**src/rtl/dsss_seq_pkg.sv**
```systemverilog
package dsss_seq_pkg;

    typedef enum logic [3:0] {
        ST_IDLE,
        ST_PRE,
        ST_SFD,
        ST_SIG,
        ST_SRV,
        ST_LEN,
        ST_PAY,
        ST_TAIL,
        ST_HOLD
    } seq_state_t;

    localparam logic [1:0] TAG_PRE  = 2'd0;
    localparam logic [1:0] TAG_HDR  = 2'd1;
    localparam logic [1:0] TAG_DATA = 2'd2;

    localparam logic [15:0] SFD_LONG_WORD = 16'hF3A0;

endpackage

```
**src/rtl/dsss_mode_sel.sv**
```systemverilog
module dsss_mode_sel #(
    parameter int PRE_W = 8
) (
    input  logic             short_sel,
    input  logic [PRE_W-1:0] short_len,
    input  logic [PRE_W-1:0] long_len,
    output logic [PRE_W-1:0] pre_len,
    output logic             pre_bit,
    output logic [15:0]      sfd_word
);
    import dsss_seq_pkg::*;

    logic [15:0] sfd_rev;

    // short-mode delimiter is the long word with its bit order reversed
    for (genvar i = 0; i < 16; i++) begin : g_rev
        assign sfd_rev[i] = SFD_LONG_WORD[15-i];
    end

    assign pre_len  = short_sel ? short_len : long_len;
    assign pre_bit  = ~short_sel;
    assign sfd_word = short_sel ? sfd_rev : SFD_LONG_WORD;

endmodule

```
**src/rtl/dsss_frame_seq.sv**
```systemverilog
module dsss_frame_seq #(
    parameter int PRE_W     = 8,
    parameter int TAIL_BITS = 8
) (
    input  logic             clk,
    input  logic             rst_n,
    input  logic             tx_en,
    input  logic             short_mode,
    input  logic [PRE_W-1:0] cfg_short_len,
    input  logic [PRE_W-1:0] cfg_long_len,
    input  logic [7:0]       cfg_signal,
    input  logic [7:0]       cfg_service,
    input  logic [7:0]       cfg_len_lo,
    input  logic [7:0]       cfg_len_hi,
    input  logic [7:0]       pay_data,
    input  logic             pay_valid,
    input  logic             pay_last,
    output logic             pay_ready,
    output logic             bit_out,
    output logic             bit_valid,
    output logic [1:0]       phase_tag,
    output logic [1:0]       rate_sel
);
    import dsss_seq_pkg::*;

    localparam int TAIL_W = $clog2(TAIL_BITS + 1);
    localparam int MAX_A  = (PRE_W > 16) ? PRE_W : 16;
    localparam int CNT_W  = (MAX_A > TAIL_W) ? MAX_A : TAIL_W;

    seq_state_t       state_q, state_d;
    logic [CNT_W-1:0] cnt_q, cnt_d;
    logic [15:0]      sreg_q, sreg_d;
    logic             short_q, short_d;
    logic [1:0]       rate_q, rate_d;
    logic             have_q, have_d;
    logic             last_q, last_d;

    logic             sel_short;
    logic [PRE_W-1:0] pre_len;
    logic             pre_bit;
    logic [15:0]      sfd_word;
    logic             take;
    logic             emitting;

    assign sel_short = (state_q == ST_IDLE) ? short_mode : short_q;

    dsss_mode_sel #(.PRE_W(PRE_W)) u_mode (
        .short_sel (sel_short),
        .short_len (cfg_short_len),
        .long_len  (cfg_long_len),
        .pre_len   (pre_len),
        .pre_bit   (pre_bit),
        .sfd_word  (sfd_word)
    );

    assign take = pay_valid && pay_ready;

    // state register
    always_ff @(posedge clk or negedge rst_n) begin
        if (!rst_n) begin
            state_q <= ST_IDLE;
            cnt_q   <= '0;
            sreg_q  <= '0;
            short_q <= 1'b0;
            rate_q  <= 2'd0;
            have_q  <= 1'b0;
            last_q  <= 1'b0;
        end else begin
            state_q <= state_d;
            cnt_q   <= cnt_d;
            sreg_q  <= sreg_d;
            short_q <= short_d;
            rate_q  <= rate_d;
            have_q  <= have_d;
            last_q  <= last_d;
        end
    end

    // next state and datapath
    always_comb begin
        state_d = state_q;
        cnt_d   = cnt_q;
        sreg_d  = sreg_q;
        short_d = short_q;
        rate_d  = rate_q;
        have_d  = have_q;
        last_d  = last_q;
        unique case (state_q)
            ST_IDLE: begin
                if (tx_en) begin
                    short_d = short_mode;
                    rate_d  = cfg_signal[1:0];
                    if (pre_len == '0) begin
                        state_d = ST_SFD;
                        sreg_d  = sfd_word;
                        cnt_d   = CNT_W'(15);
                    end else begin
                        state_d = ST_PRE;
                        cnt_d   = CNT_W'(pre_len) - 1'b1;
                    end
                end
            end
            ST_PRE: begin
                if (cnt_q == '0) begin
                    state_d = ST_SFD;
                    sreg_d  = sfd_word;
                    cnt_d   = CNT_W'(15);
                end else begin
                    cnt_d = cnt_q - 1'b1;
                end
            end
            ST_SFD, ST_SIG, ST_SRV, ST_LEN: begin
                sreg_d = sreg_q >> 1;
                cnt_d  = cnt_q - 1'b1;
                if (cnt_q == '0) begin
                    if (state_q == ST_SFD) begin
                        state_d = ST_SIG;
                        sreg_d  = {8'h00, cfg_signal};
                        cnt_d   = CNT_W'(7);
                    end else if (state_q == ST_SIG) begin
                        state_d = ST_SRV;
                        sreg_d  = {8'h00, cfg_service};
                        cnt_d   = CNT_W'(7);
                    end else if (state_q == ST_SRV) begin
                        state_d = ST_LEN;
                        sreg_d  = {cfg_len_hi, cfg_len_lo};
                        cnt_d   = CNT_W'(15);
                    end else begin
                        state_d = ST_PAY;
                        have_d  = 1'b0;
                        last_d  = 1'b0;
                        cnt_d   = '0;
                    end
                end
            end
            ST_PAY: begin
                if (have_q) begin
                    sreg_d = sreg_q >> 1;
                    cnt_d  = cnt_q - 1'b1;
                    if (cnt_q == '0) begin
                        have_d = 1'b0;
                        if (last_q) begin
                            state_d = ST_TAIL;
                            cnt_d   = CNT_W'(TAIL_BITS - 1);
                        end
                    end
                end
                if (take) begin
                    have_d = 1'b1;
                    sreg_d = {8'h00, pay_data};
                    cnt_d  = CNT_W'(7);
                    last_d = pay_last;
                end
            end
            ST_TAIL: begin
                if (cnt_q == '0) begin
                    state_d = ST_HOLD;
                end else begin
                    cnt_d = cnt_q - 1'b1;
                end
            end
            ST_HOLD: begin
                if (!tx_en) begin
                    state_d = ST_IDLE;
                end
            end
            default: state_d = ST_IDLE;
        endcase
        if (state_q != ST_IDLE && !tx_en) begin
            state_d = ST_IDLE;
            have_d  = 1'b0;
        end
    end

    // outputs
    always_comb begin
        emitting  = 1'b0;
        bit_out   = 1'b0;
        phase_tag = TAG_PRE;
        unique case (state_q)
            ST_PRE: begin
                emitting = 1'b1;
                bit_out  = pre_bit;
            end
            ST_SFD: begin
                emitting = 1'b1;
                bit_out  = sreg_q[0];
            end
            ST_SIG, ST_SRV, ST_LEN: begin
                emitting  = 1'b1;
                bit_out   = sreg_q[0];
                phase_tag = TAG_HDR;
            end
            ST_PAY: begin
                emitting  = have_q;
                bit_out   = have_q & sreg_q[0];
                phase_tag = TAG_DATA;
            end
            ST_TAIL: begin
                emitting  = 1'b1;
                phase_tag = TAG_DATA;
            end
            ST_IDLE, ST_HOLD: emitting = 1'b0;
            default: emitting = 1'b0;
        endcase
        bit_valid = tx_en && emitting;
        pay_ready = tx_en && (state_q == ST_PAY) &&
                    (!have_q || (cnt_q == '0 && !last_q));
    end

    assign rate_sel = rate_q;

    AST_ABORT_IDLE: assert property (@(posedge clk) disable iff (!rst_n)
        !tx_en |=> !bit_valid && !pay_ready) else $error("abort");

    AST_RATE_HELD: assert property (@(posedge clk) disable iff (!rst_n)
        state_q != ST_IDLE |=> $stable(rate_sel)) else $error("rate");

    AST_PAY_PASS: assert property (@(posedge clk) disable iff (!rst_n)
        take |=> !tx_en || (bit_valid && bit_out == $past(pay_data[0])))
        else $error("payload");

    AST_TAIL_NO_READY: assert property (@(posedge clk) disable iff (!rst_n)
        state_q == ST_TAIL |-> !pay_ready && (!bit_valid || !bit_out))
        else $error("tail");

    AST_HDR_BEFORE_DATA: assert property (@(posedge clk) disable iff (!rst_n)
        (bit_valid && phase_tag == TAG_HDR) |=> !(bit_valid && phase_tag == TAG_PRE))
        else $error("order");

    AST_PRE_VALUE: assert property (@(posedge clk) disable iff (!rst_n)
        (bit_valid && state_q == ST_PRE) |-> bit_out == !short_q)
        else $error("sync");

endmodule

```
**config.mk**
```make
export PLATFORM = sky130hd
export DESIGN_NAME = dsss_frame_seq
export DESIGN_NICKNAME = d
export VERILOG_FILES = /design/src/rtl/dsss_seq_pkg.sv /design/src/rtl/dsss_mode_sel.sv /design/src/rtl/dsss_frame_seq.sv
export SDC_FILE = /design/constraint.sdc
export NUM_CORES = 1
export LEC_CHECK = 0
export BUFFER_PORTS_ARGS = -buffer_cell sky130_fd_sc_hd__buf_2
export CAP_MARGIN = 10
export CELL_PAD_IN_SITES_DETAIL_PLACEMENT = 1
export CELL_PAD_IN_SITES_GLOBAL_PLACEMENT = 2
export CORE_AREA = 2 2 103 105
export CTS_CLUSTER_SIZE = 10
export DETAILED_ROUTE_END_ITERATION = 8
export DIE_AREA = 0 0 105 107
export PLACE_DENSITY_LB_ADDON = 0.1
export SYNTH_ARGS = -nofsm -noshare
export SYNTH_HDL_FRONTEND = slang
export SYNTH_SLANG_ARGS = --single-unit
```
**constraint.sdc**
```tcl
create_clock -name clk -period 7.22 [get_ports clk]
set_input_delay 1.444 -clock clk [delete_from_list [all_inputs] [get_ports clk]]
set_output_delay 1.444 -clock clk [all_outputs]
set_load 0.03 [all_outputs]
```
==> results of run 1 <==
[worst max-delay path by stage]
stage,from,endpoint,slack [ns],cells past startpoint
after floorplan,short_mode,bit_out,3.35,3
after global placement,short_mode,sreg_q[12],3.06,10
after detailed placement,short_mode,sreg_q[13],2.91,10
after CTS,state_q[2],bit_out,3.03,6
after global routing,state_q[3],sreg_q[12],2.49,10
final,state_q[3],bit_out,3.01,6
[worst min-delay path, cell delays in order, from the launching register on]
cell,delay (ns)
dfrtp_1,0.35
nand2_1,0.04
o21ai_0,0.06
[routing by layer]
layer	track usage (%)	routed length [um]	vias up
met5	0	0	-
met4	5.14	115	0
met3	2.07	357	9
met2	40.1	6020	71
met1	30.7	5770	1778
li1	-	-	1761
[power breakdown]
| part | switching [mW] | internal, mW |
|---|---|---|
| Clock | 0.102 | 0.104 |
| Sequential | 0.135 | 0.339 |
| Combinational | 0.711 | 0.438 |
| Total | 0.949 | 0.881 |
[metrics by stage]
| stage | total power, mW | setup WS, ns | utilization (%) | std cells |
|---|---|---|---|---|
| 6_report | 1.83 | 3.01 | 39.8 | 621 |
| 2_1_floorplan | 1.31 | 3.35 | - | 434 |
| 3_5_place_dp | 1.63 | 2.91 | 38.6 | 613 |
| 5_1_grt | 2.00 | 2.49 | 39.8 | 621 |
| 3_3_place_gp | 1.60 | 3.06 | 38.6 | 613 |
| 4_1_cts | 1.84 | 3.03 | 39.8 | 621 |
[layout make-up]
| cell class | instances | area [um2] | area share, % |
|---|---|---|---|
| multi-input combinational | 357 | 2310 | 57.6 |
| sequential | 41 | 1030 | 25.6 |
| timing repair buffer | 70 | 355 | 8.86 |
| tap | 136 | 170 | 4.24 |
| clock buffer | 5 | 68.8 | 1.71 |
| clock inverter | 3 | 46.3 | 1.15 |
| inverter | 9 | 33.8 | 0.842 |
[cells in the final DEF (no fill, tap or decap), types with 4 or more instances in the layout]
cell | synthesis | routed
buf_2 | 7 | 68
nor2_1 | 46 | 46
dfrtp_1 | 41 | 41
nand2_1 | 39 | 39
a21oi_1 | 33 | 33
o21ai_0 | 33 | 33
nor3_1 | 12 | 12
mux2i_1 | 10 | 10
inv_1 | 9 | 9
nor2b_1 | 9 | 9
nor4_1 | 9 | 9
a31oi_1 | 10 | 9
nand3_1 | 9 | 9
nand2b_1 | 8 | 8
mux2_2 | 6 | 6
o22ai_1 | 6 | 6
a21o_1 | 5 | 5
or4_1 | 5 | 5
a22oi_1 | 5 | 5
xnor2_1 | 5 | 5
xor2_1 | 5 | 5
clkbuf_8 | 0 | 5
nand3b_1 | 4 | 4
nor4b_1 | 4 | 4
o31ai_1 | 4 | 4
or3_1 | 4 | 4
a41oi_1 | 4 | 4
a211oi_1 | 4 | 4
o22a_1 | 4 | 4
a311oi_1 | 4 | 4
or2_2 | 4 | 4
[cells in the mapped netlist, drive strengths merged, types with 5 or more instances]
master | count | share of area, %
a21oi | 33 | 4.7
mux2i | 10 | 2.9
buf | 10 | 1.4
a31oi | 12 | 2.8
nor2b | 9 | 1.6
nand2b | 8 | 1.4
nor3 | 12 | 1.7
o22ai | 6 | 1.1
a21o | 5 | 1.1
o21ai | 35 | 5.0
a22oi | 5 | 1.1
nand2 | 39 | 4.2
or4 | 6 | 1.4
mux2 | 6 | 1.9
clkbuf | 17 | 1.8
inv | 9 | 0.97
xor2 | 5 | 1.3
nand3 | 9 | 1.3
a211oi | 5 | 1.2
xnor2 | 5 | 1.3
nor4 | 12 | 2.9
nor2 | 46 | 5.0
dfrtp | 41 | 29
[sequential cells by signal, summed over array words and instances (netlist names)]
register and cells:
cnt_q 16, sreg_q 16, state_q 4, rate_sel 2, have_q 1, last_q 1, short_q 1
[logic make-up after synthesis]
group,after synthesis
buffers and inverters,36
adders and majority gates,3
muxes,16
DFF,41
and+or+nand+nor,171
xor gates and xnor gates,10
AOI/OAI and AO/OA,157
==> results.toml, run 1 <==
[run_status]
status = "finished, final reports clean"

[clock_network]
clock_sinks = 41
clockRootBuffer = "clkbuf_8"
clock_path_buffers = 2
numCtsBuffers = 5
path_clk_slew_ns = 0.10
cts_tree = "built"
hold_buffers = 0
clk_latency_ns = 0.31
post_cts_buffers = 0
htreeDepth = 2
ctsResizeCount = 0

[timing]
hold_violations = 0
slew-limit-headroom_pct = 31.3
slew_viol_final = 0
setup_viol = 0
period_share_pct = 58.3
holdWs_ns = 0.486
finClkSkew_ns = 0.00827
setup_tns_ns = 0
fmaxAchievable_ghz = 0.238
period_needed_ns = 4.21
worst_slew_pin_slew_ns = 1.03
rsz0062_at_grt = "false"

[die]
die_area_um2 = 11200
die_width_um = 105
start_util_pct = 34.5
rows = 37
ios = 69
fp.dieH_um = 107
coreArea_um2 = 10100

[worst_setup_path]
reg2regPathDepth = 10
r2r_slack_ns = 3.10
critPathKind = "reg -> out"
critPathSlowestCell = "dfrtp_1"
worst-path-buf-inv = 1
regToRegEndpoint = "sreg_q[13]"
cp_slowest_stage_delay_ns = 0.72
start_kind = "flop"
r2r_start = "state_q[3]"
arrival_ns = 2.76
crit_path_cell_trace = "nor2b_1 > and2_0 > nand2_1 > nand2_1 > a22o_1 > buf_2"
crit_family = "simple AND/OR/NAND/NOR gates"
cp.required_ns = 5.78
worstPathMaxFanout = 29
worst_path_most_repeated_cell = "nand2_1"
end_kind = "output pin"

[finish]
syn_to_final_growth_pct = 15.3
design_area_um2 = 4010
layout-drive-gt1-share_pct = 21.4
diodes = 0
fillers = 1279
nets = 549

[synth]
yosys_register_bits = 41
syn_area_um2 = 3480
synthArstFlopShare_pct = 100
synth-compound-area-share_pct = 32.0
ys_types = 72
netlist_instances = 434
synth_top_family_by_area = "compound AO/OA/AOI/OAI gates"
synthMuxAreaShare_pct = 4.82
ys_seq_area_share_pct = 29.5
yosys_warnings = 0
synth_edf_count = 0
synth-xor-area-share_pct = 2.52
synth_fp_nets = 499
avgSynthCellArea_um2 = 8.02
synthAdderAreaFrac_pct = 1.08
synthFlopType = "dfrtp_1"
synth-simple-area-share_pct = 25.9

[global_route]
grt_pass1_wl_um = 20600
antenna_found_initial = 0
first_global_vias = 3762
grt-ovfl-total = 0
grt_max_degree = 42
grt_usage_pct = 22.9

[hold_path]
whs_path_depth = 2
min_to = "rate_sel[1]"
hold_path.startpoint = "rate_sel[1]"
min_path_type = "reg -> reg"

[route]
drtAntennaViolNets = 0
drt-vias-per-instance = 5.83
dr.first_iter.drc_count = 155
drt-pass1-iter-count = 4
vias = 3619
post-route-drc-count = 0
routed_wl_um = 12300
routedWlPerCell_um = 19.8

[power_and_ir_drop]
peakVddDrop_v = 0.000158
p_leak_nw = 1.65
power_density_nw_per_um2 = 456

[placed_design]
dp_hpwl_um = 9110
place_area_um2 = 3900
routabilityCongestion = 0.796
portBuffers = 68

[run]
drv_cap = 0
Power figures use the tool's default switching activity.
==> run 2: changes to the inputs <==
--- a/config.mk
+++ b/config.mk
@@ -9,10 +9,10 @@
 export CAP_MARGIN = 10
 export CELL_PAD_IN_SITES_DETAIL_PLACEMENT = 1
 export CELL_PAD_IN_SITES_GLOBAL_PLACEMENT = 2
-export CORE_AREA = 2 2 103 105
+export CORE_AREA = 2 2 108 110
 export CTS_CLUSTER_SIZE = 10
 export DETAILED_ROUTE_END_ITERATION = 8
-export DIE_AREA = 0 0 105 107
+export DIE_AREA = 0 0 110 112
 export PLACE_DENSITY_LB_ADDON = 0.1
 export SYNTH_ARGS = -nofsm -noshare
 export SYNTH_HDL_FRONTEND = slang
==> constraint.sdc (replaced) <==
create_clock -name clk -period 4.38 [get_ports clk]
set_input_delay 0.876 -clock clk [delete_from_list [all_inputs] [get_ports clk]]
set_output_delay 0.876 -clock clk [all_outputs]
set_load 0.03 [all_outputs]
==> run 2 against run 1 <==
Net effect:
- sequential power grew 57%
- cell count grew 2.1%
- setup slack lost 2.3 ns
==> results.toml, run 2 (synthesis gave the netlist of run 1 again) <==
[run_status]
status = "finished, final reports clean"

[route]
vias = 3644
routed_wl_um = 12900
routedWlPerCell_um = 20.4
drt-vias-per-instance = 5.75
drt-pass1-iter-count = 4
dr.first_iter.drc_count = 133
post-route-drc-count = 0
drtAntennaViolNets = 0

[timing]
setup_ws_ns = 0.666
setup_viol = 0
period_share_pct = 84.8
hold_violations = 0
holdWs_ns = 0.484
rsz0062_at_grt = "false"
setup_tns_ns = 0
worst_slew_pin_slew_ns = 1.03
period_needed_ns = 3.71
slew_viol_final = 0
slew-limit-headroom_pct = 31.5
fmaxAchievable_ghz = 0.269
finClkSkew_ns = 0.00770

[placed_design]
dp_slack_ns = 0.628
routabilityCongestion = 0.811
portBuffers = 68
dp_hpwl_um = 9780

[worst_setup_path]
critPathSlowestCell = "o21a_1"
arrival_ns = 3.91
crit_family = "multiplexers"
critPathKind = "reg -> reg"
cp.required_ns = 4.58
end_kind = "flop"
crit_path_cell_trace = "nor4_2 > mux2i_1 > mux2i_1 > ha_1 > nor4b_1 > mux2_2 > o21a_1 > buf_4 > nor2_1 > a41oi_1"
worst-path-buf-inv = 1
start_kind = "flop"
cp_slowest_stage_delay_ns = 0.56
worstPathMaxFanout = 18
worst_path_most_repeated_cell = "mux2i_1"

[finish]
layout-drive-gt1-share_pct = 22.2
nets = 555
fillers = 1360
layout_common_cells = "buf_2, nor2_1, dfrtp_1"
reg.largest.list = "cnt_q x16, sreg_q x16, state_q x4"
diodes = 0
final_common_cell = "buf_2"
seq_area_um2 = 1030
syn_to_final_growth_pct = 19.0
multi_input_area_um2 = 2310

[power_and_ir_drop]
power_density_nw_per_um2 = 782
p_leak_nw = 1.72
p_total_mw = 3.24
peakVddDrop_v = 0.000208

[clock_network]
ctsResizeCount = 0
clock_path_buffers = 2
clk_latency_ns = 0.29
numCtsBuffers = 5
cts_tree = "built"
path_clk_slew_ns = 0.07
post_cts_buffers = 0
clock_sinks = 41
htreeDepth = 2
hold_buffers = 0
clockRootBuffer = "clkbuf_16"

[global_route]
first_global_vias = 3694
grt_usage_pct = 21.5
grt_pass1_wl_um = 20500
grt_max_degree = 42
grt-ovfl-total = 0
antenna_found_initial = 0

[die]
die_width_um = 110
fp.dieH_um = 112
rows = 39
ios = 69
coreArea_um2 = 11200
die_area_um2 = 12300
start_util_pct = 31.1

[hold_path]
min_path_type = "reg -> reg"

[run]
drv_cap = 0
[run 2: cell types whose count changed in the layout (fill, tap and decap cells not counted), sizes merged]
cell,before,now
buf,70,76
bufinv,1,2
clkinv,1,0
clkinvlp,1,0
inv,9,10
[run 2: power by group]
part | switching (mW) | internal (mW)
clock | 0.175 | 0.329
combinational | 1.24 | 0.746
sequential | 0.185 | 0.561
total | 1.60 | 1.64
[run 2: area by class of cell]
cell class | count | share of cell area, %
clock buffer | 5 | 3.02
sequential | 41 | 24.8
multi-input combinational | 357 | 55.7
clock inverter | 3 | 1.66
inverter | 9 | 0.816
tap | 143 | 4.32
timing repair buffer | 76 | 9.67
[run 2: final timing paths]
kind,cells after the start,to,slack (ns),startpoint
max in group asynchronous,1,cnt_q[5],2.98,rst_n
min in group asynchronous,1,rate_sel[0],0.75,rst_n
setup / recovery,10,sreg_q[10],0.67,state_q[0]
hold / removal,2,rate_sel[1],0.48,rate_sel[1]
setup reg to reg,10,sreg_q[10],0.67,state_q[0]
hold reg to reg,2,rate_sel[1],0.48,rate_sel[1]
[run 2: metal layers]
layer,part of all wire [%],track usage [%],wire length (um)
met2,50,37.1,6430
met5,0,0,0
met3,3.9,3.28,503
met4,0.96,4.22,124
met1,45,28.1,5870
[run 2: per-stage QoR]
step           util [%]  std cells  cell area, um2
3_3_place_gp       35.3        626            3950
2_1_floorplan         -        434            3480
4_1_cts            37.0        634            4140
3_5_place_dp       35.3        626            3950
6_report           37.0        634            4140
5_1_grt            37.0        634            4140
[run 2: tightest hold or removal path: stages, from the launching register on]
cell and delay, ns:
dfrtp_1 0.34, nand2_1 0.05, o21ai_0 0.06
==> run 3: changes to the inputs <==
--- a/config.mk
+++ b/config.mk
@@ -9,10 +9,10 @@
 export CAP_MARGIN = 10
 export CELL_PAD_IN_SITES_DETAIL_PLACEMENT = 1
 export CELL_PAD_IN_SITES_GLOBAL_PLACEMENT = 2
-export CORE_AREA = 2 2 108 110
+export CORE_AREA = 2 2 113 115
 export CTS_CLUSTER_SIZE = 10
 export DETAILED_ROUTE_END_ITERATION = 8
-export DIE_AREA = 0 0 110 112
+export DIE_AREA = 0 0 115 117
 export PLACE_DENSITY_LB_ADDON = 0.1
 export SYNTH_ARGS = -nofsm -noshare
 export SYNTH_HDL_FRONTEND = slang
==> constraint.sdc (replaced) <==
create_clock -name clk -period 3.02 [get_ports clk]
set_input_delay 0.604 -clock clk [delete_from_list [all_inputs] [get_ports clk]]
set_output_delay 0.604 -clock clk [all_outputs]
set_load 0.03 [all_outputs]
==> run 3 against run 2 <==
Net effect:
- final area rose by 5.6%
- register-to-register slack got worse by 0.45 ns
- sequential share of layout area decreased by 1.3 points
- power increased by 52%
- sequential power rose by 43%
- die area grew 9.2%
- flip-flop and latch count unchanged
- first-iteration DRC count increased by 28%
- hold slack worse by 0.010 ns
- largest power group unchanged
==> results.toml, run 3 (synthesis gave the netlist of run 1 again) <==
[run_status]
status = "finished, final reports clean"

[timing]
hold_violations = 0
slew-limit-headroom_pct = 30.1
setup_viol = 0
period_share_pct = 93.0
worst_slew_pin_slew_ns = 1.05
period_needed_ns = 2.81
slew_viol_final = 0
finClkSkew_ns = 0.00526
setup_ws_ns = 0.212
fmaxAchievable_ghz = 0.356

[placed_design]
routabilityCongestion = 0.819
place_inst = 658
dp_hpwl_um = 10300
portBuffers = 68
dp_slack_ns = 0.0352

[clock_network]
path_clk_slew_ns = 0.07
numCtsBuffers = 5
hold_buffers = 0
clock_path_buffers = 2
htreeDepth = 2
clk_latency_ns = 0.30
clockRootBuffer = "clkbuf_16"
clock_sinks = 41
cts_tree = "built"

[worst_setup_path]
worstPathMaxFanout = 9
end_kind = "output pin"
cp.required_ns = 2.42
critPathKind = "reg -> out"
arrival_ns = 2.20
crit_path_cell_trace = "inv_1 > ha_1 > nor4b_1 > nand4_1 > buf_4 > o21ai_0 > and3_1 > buf_2"
cp_slowest_stage_delay_ns = 0.41
critPathSlowestCell = "dfrtp_1"
start_kind = "flop"

[finish]
nets = 580
syn_to_final_growth_pct = 25.6
seq_area_um2 = 1030
fin_cells = 666
diodes = 0
layout_common_cells = "buf_2, nor2_1, dfrtp_1"
utilization_pct = 35.5
final_common_cell = "buf_2"
multi_input_area_um2 = 2350
reg.largest.list = "cnt_q x16, sreg_q x16, state_q x4"
layout-drive-gt1-share_pct = 27.1
fillers = 1515

[die]
ios = 69
start_util_pct = 28.3
die_area_um2 = 13500
coreArea_um2 = 12300
rows = 41
fp.dieH_um = 117
die_width_um = 115

[global_route]
first_global_vias = 3877
grt_pass1_wl_um = 21200
grt-ovfl-total = 0
antenna_found_initial = 0
grt_max_degree = 42
grt_usage_pct = 20.4

[route]
routed_wl_um = 13300
drt-vias-per-instance = 5.61
drt-pass1-iter-count = 4
dr.first_iter.drc_count = 170
routedWlPerCell_um = 20.0
drtAntennaViolNets = 0
vias = 3734
post-route-drc-count = 0

[power_and_ir_drop]
pwr-share-comb_pct = 64.8
peakVddDrop_v = 0.000328
netSwitchingPower_mw = 2.39
intPower_mw = 2.52
sequentialPowerShare_pct = 21.9
clockPowerShare_pct = 13.3
swShare_pct = 48.7
power_density_nw_per_um2 = 1120
p_leak_nw = 1.84

[hold_path]
min_path_type = "reg -> reg"

[run]
drv_cap = 0
[run 3: cell types whose count changed in the layout (fill, tap and decap cells not counted), sizes merged]
cell	change
clkinvlp	+1
buf	+25
clkinv	+1
inv	-1
bufinv	-1
[run 3: what timing repair did]
item                                   4_1_cts  5_1_grt
buffers inserted                             0        0
endpoints found under the hold margin        0        0
resized for setup                            0        9
setup endpoints to repair                    0       21
[run 3: area by class of cell]
| type | instances | share of cell area (%) |
|---|---|---|
| multi-input cells | 357 | 53.8 |
| flip-flops and latches | 41 | 23.5 |
| repair buffers | 101 | 13.7 |
| well taps | 150 | 4.29 |
| clock buffers | 5 | 2.86 |
| clock inverters | 3 | 1.06 |
| inverters | 9 | 0.773 |
[run 3: path summary, 6_finish.rpt]
path | slack (ns) | to | start | cells past startpoint
max | 0.21 | pay_ready | cnt_q[0] | 8
min | 0.47 | rate_sel[1] | rate_sel[1] | 2
max reg2reg | 0.22 | sreg_q[12] | state_q[0] | 11
min reg2reg | 0.47 | rate_sel[1] | rate_sel[1] | 2
max in group asynchronous | 1.88 | cnt_q[12] | rst_n | 1
min in group asynchronous | 0.49 | state_q[0] | rst_n | 1
[run 3: worst max-delay path: cells and delay by family, from the launching register on]
kind            cells  cell delay (ns)
flops               1             0.41
simple gates        3             0.67
compound gates      1             0.13
buf+inv             3             0.48
fa+ha+maj           1             0.21
[run 3: metal layers]
layer,wire length [um],global-route usage (%),part of all wire (%),vias to the layer above
li1,-,-,-,1820
met4,200,5.06,1.5,0
met5,0,0,0,-
met3,471,3.40,3.5,13
met2,6480,35.9,49,82
met1,6170,26.2,46,1819
[run 3: power by group through the flow]
stage	Clock [mW]	Sequential (mW)	Combinational, mW
after floorplan	0	1.01	2.14
final	0.653	1.07	3.18
after detailed placement	0	1.08	3.17
after global routing	0.697	1.11	3.52
after CTS	0.673	1.07	3.19
after global placement	0	1.08	3.11
[run 3: per-stage QoR]
stage | area, um2 | TNS (ns) | power (mW) | hold WS (ns)
after floorplan | 3490 | 0 | 3.16 | 0.308
after global placement | 4160 | 0 | 4.19 | 0.459
after detailed placement | 4160 | 0 | 4.25 | 0.467
after CTS | 4330 | 0 | 4.93 | 0.482
after global routing | 4370 | -0.00146 | 5.33 | 0.513
final | 4370 | 0 | 4.90 | 0.474
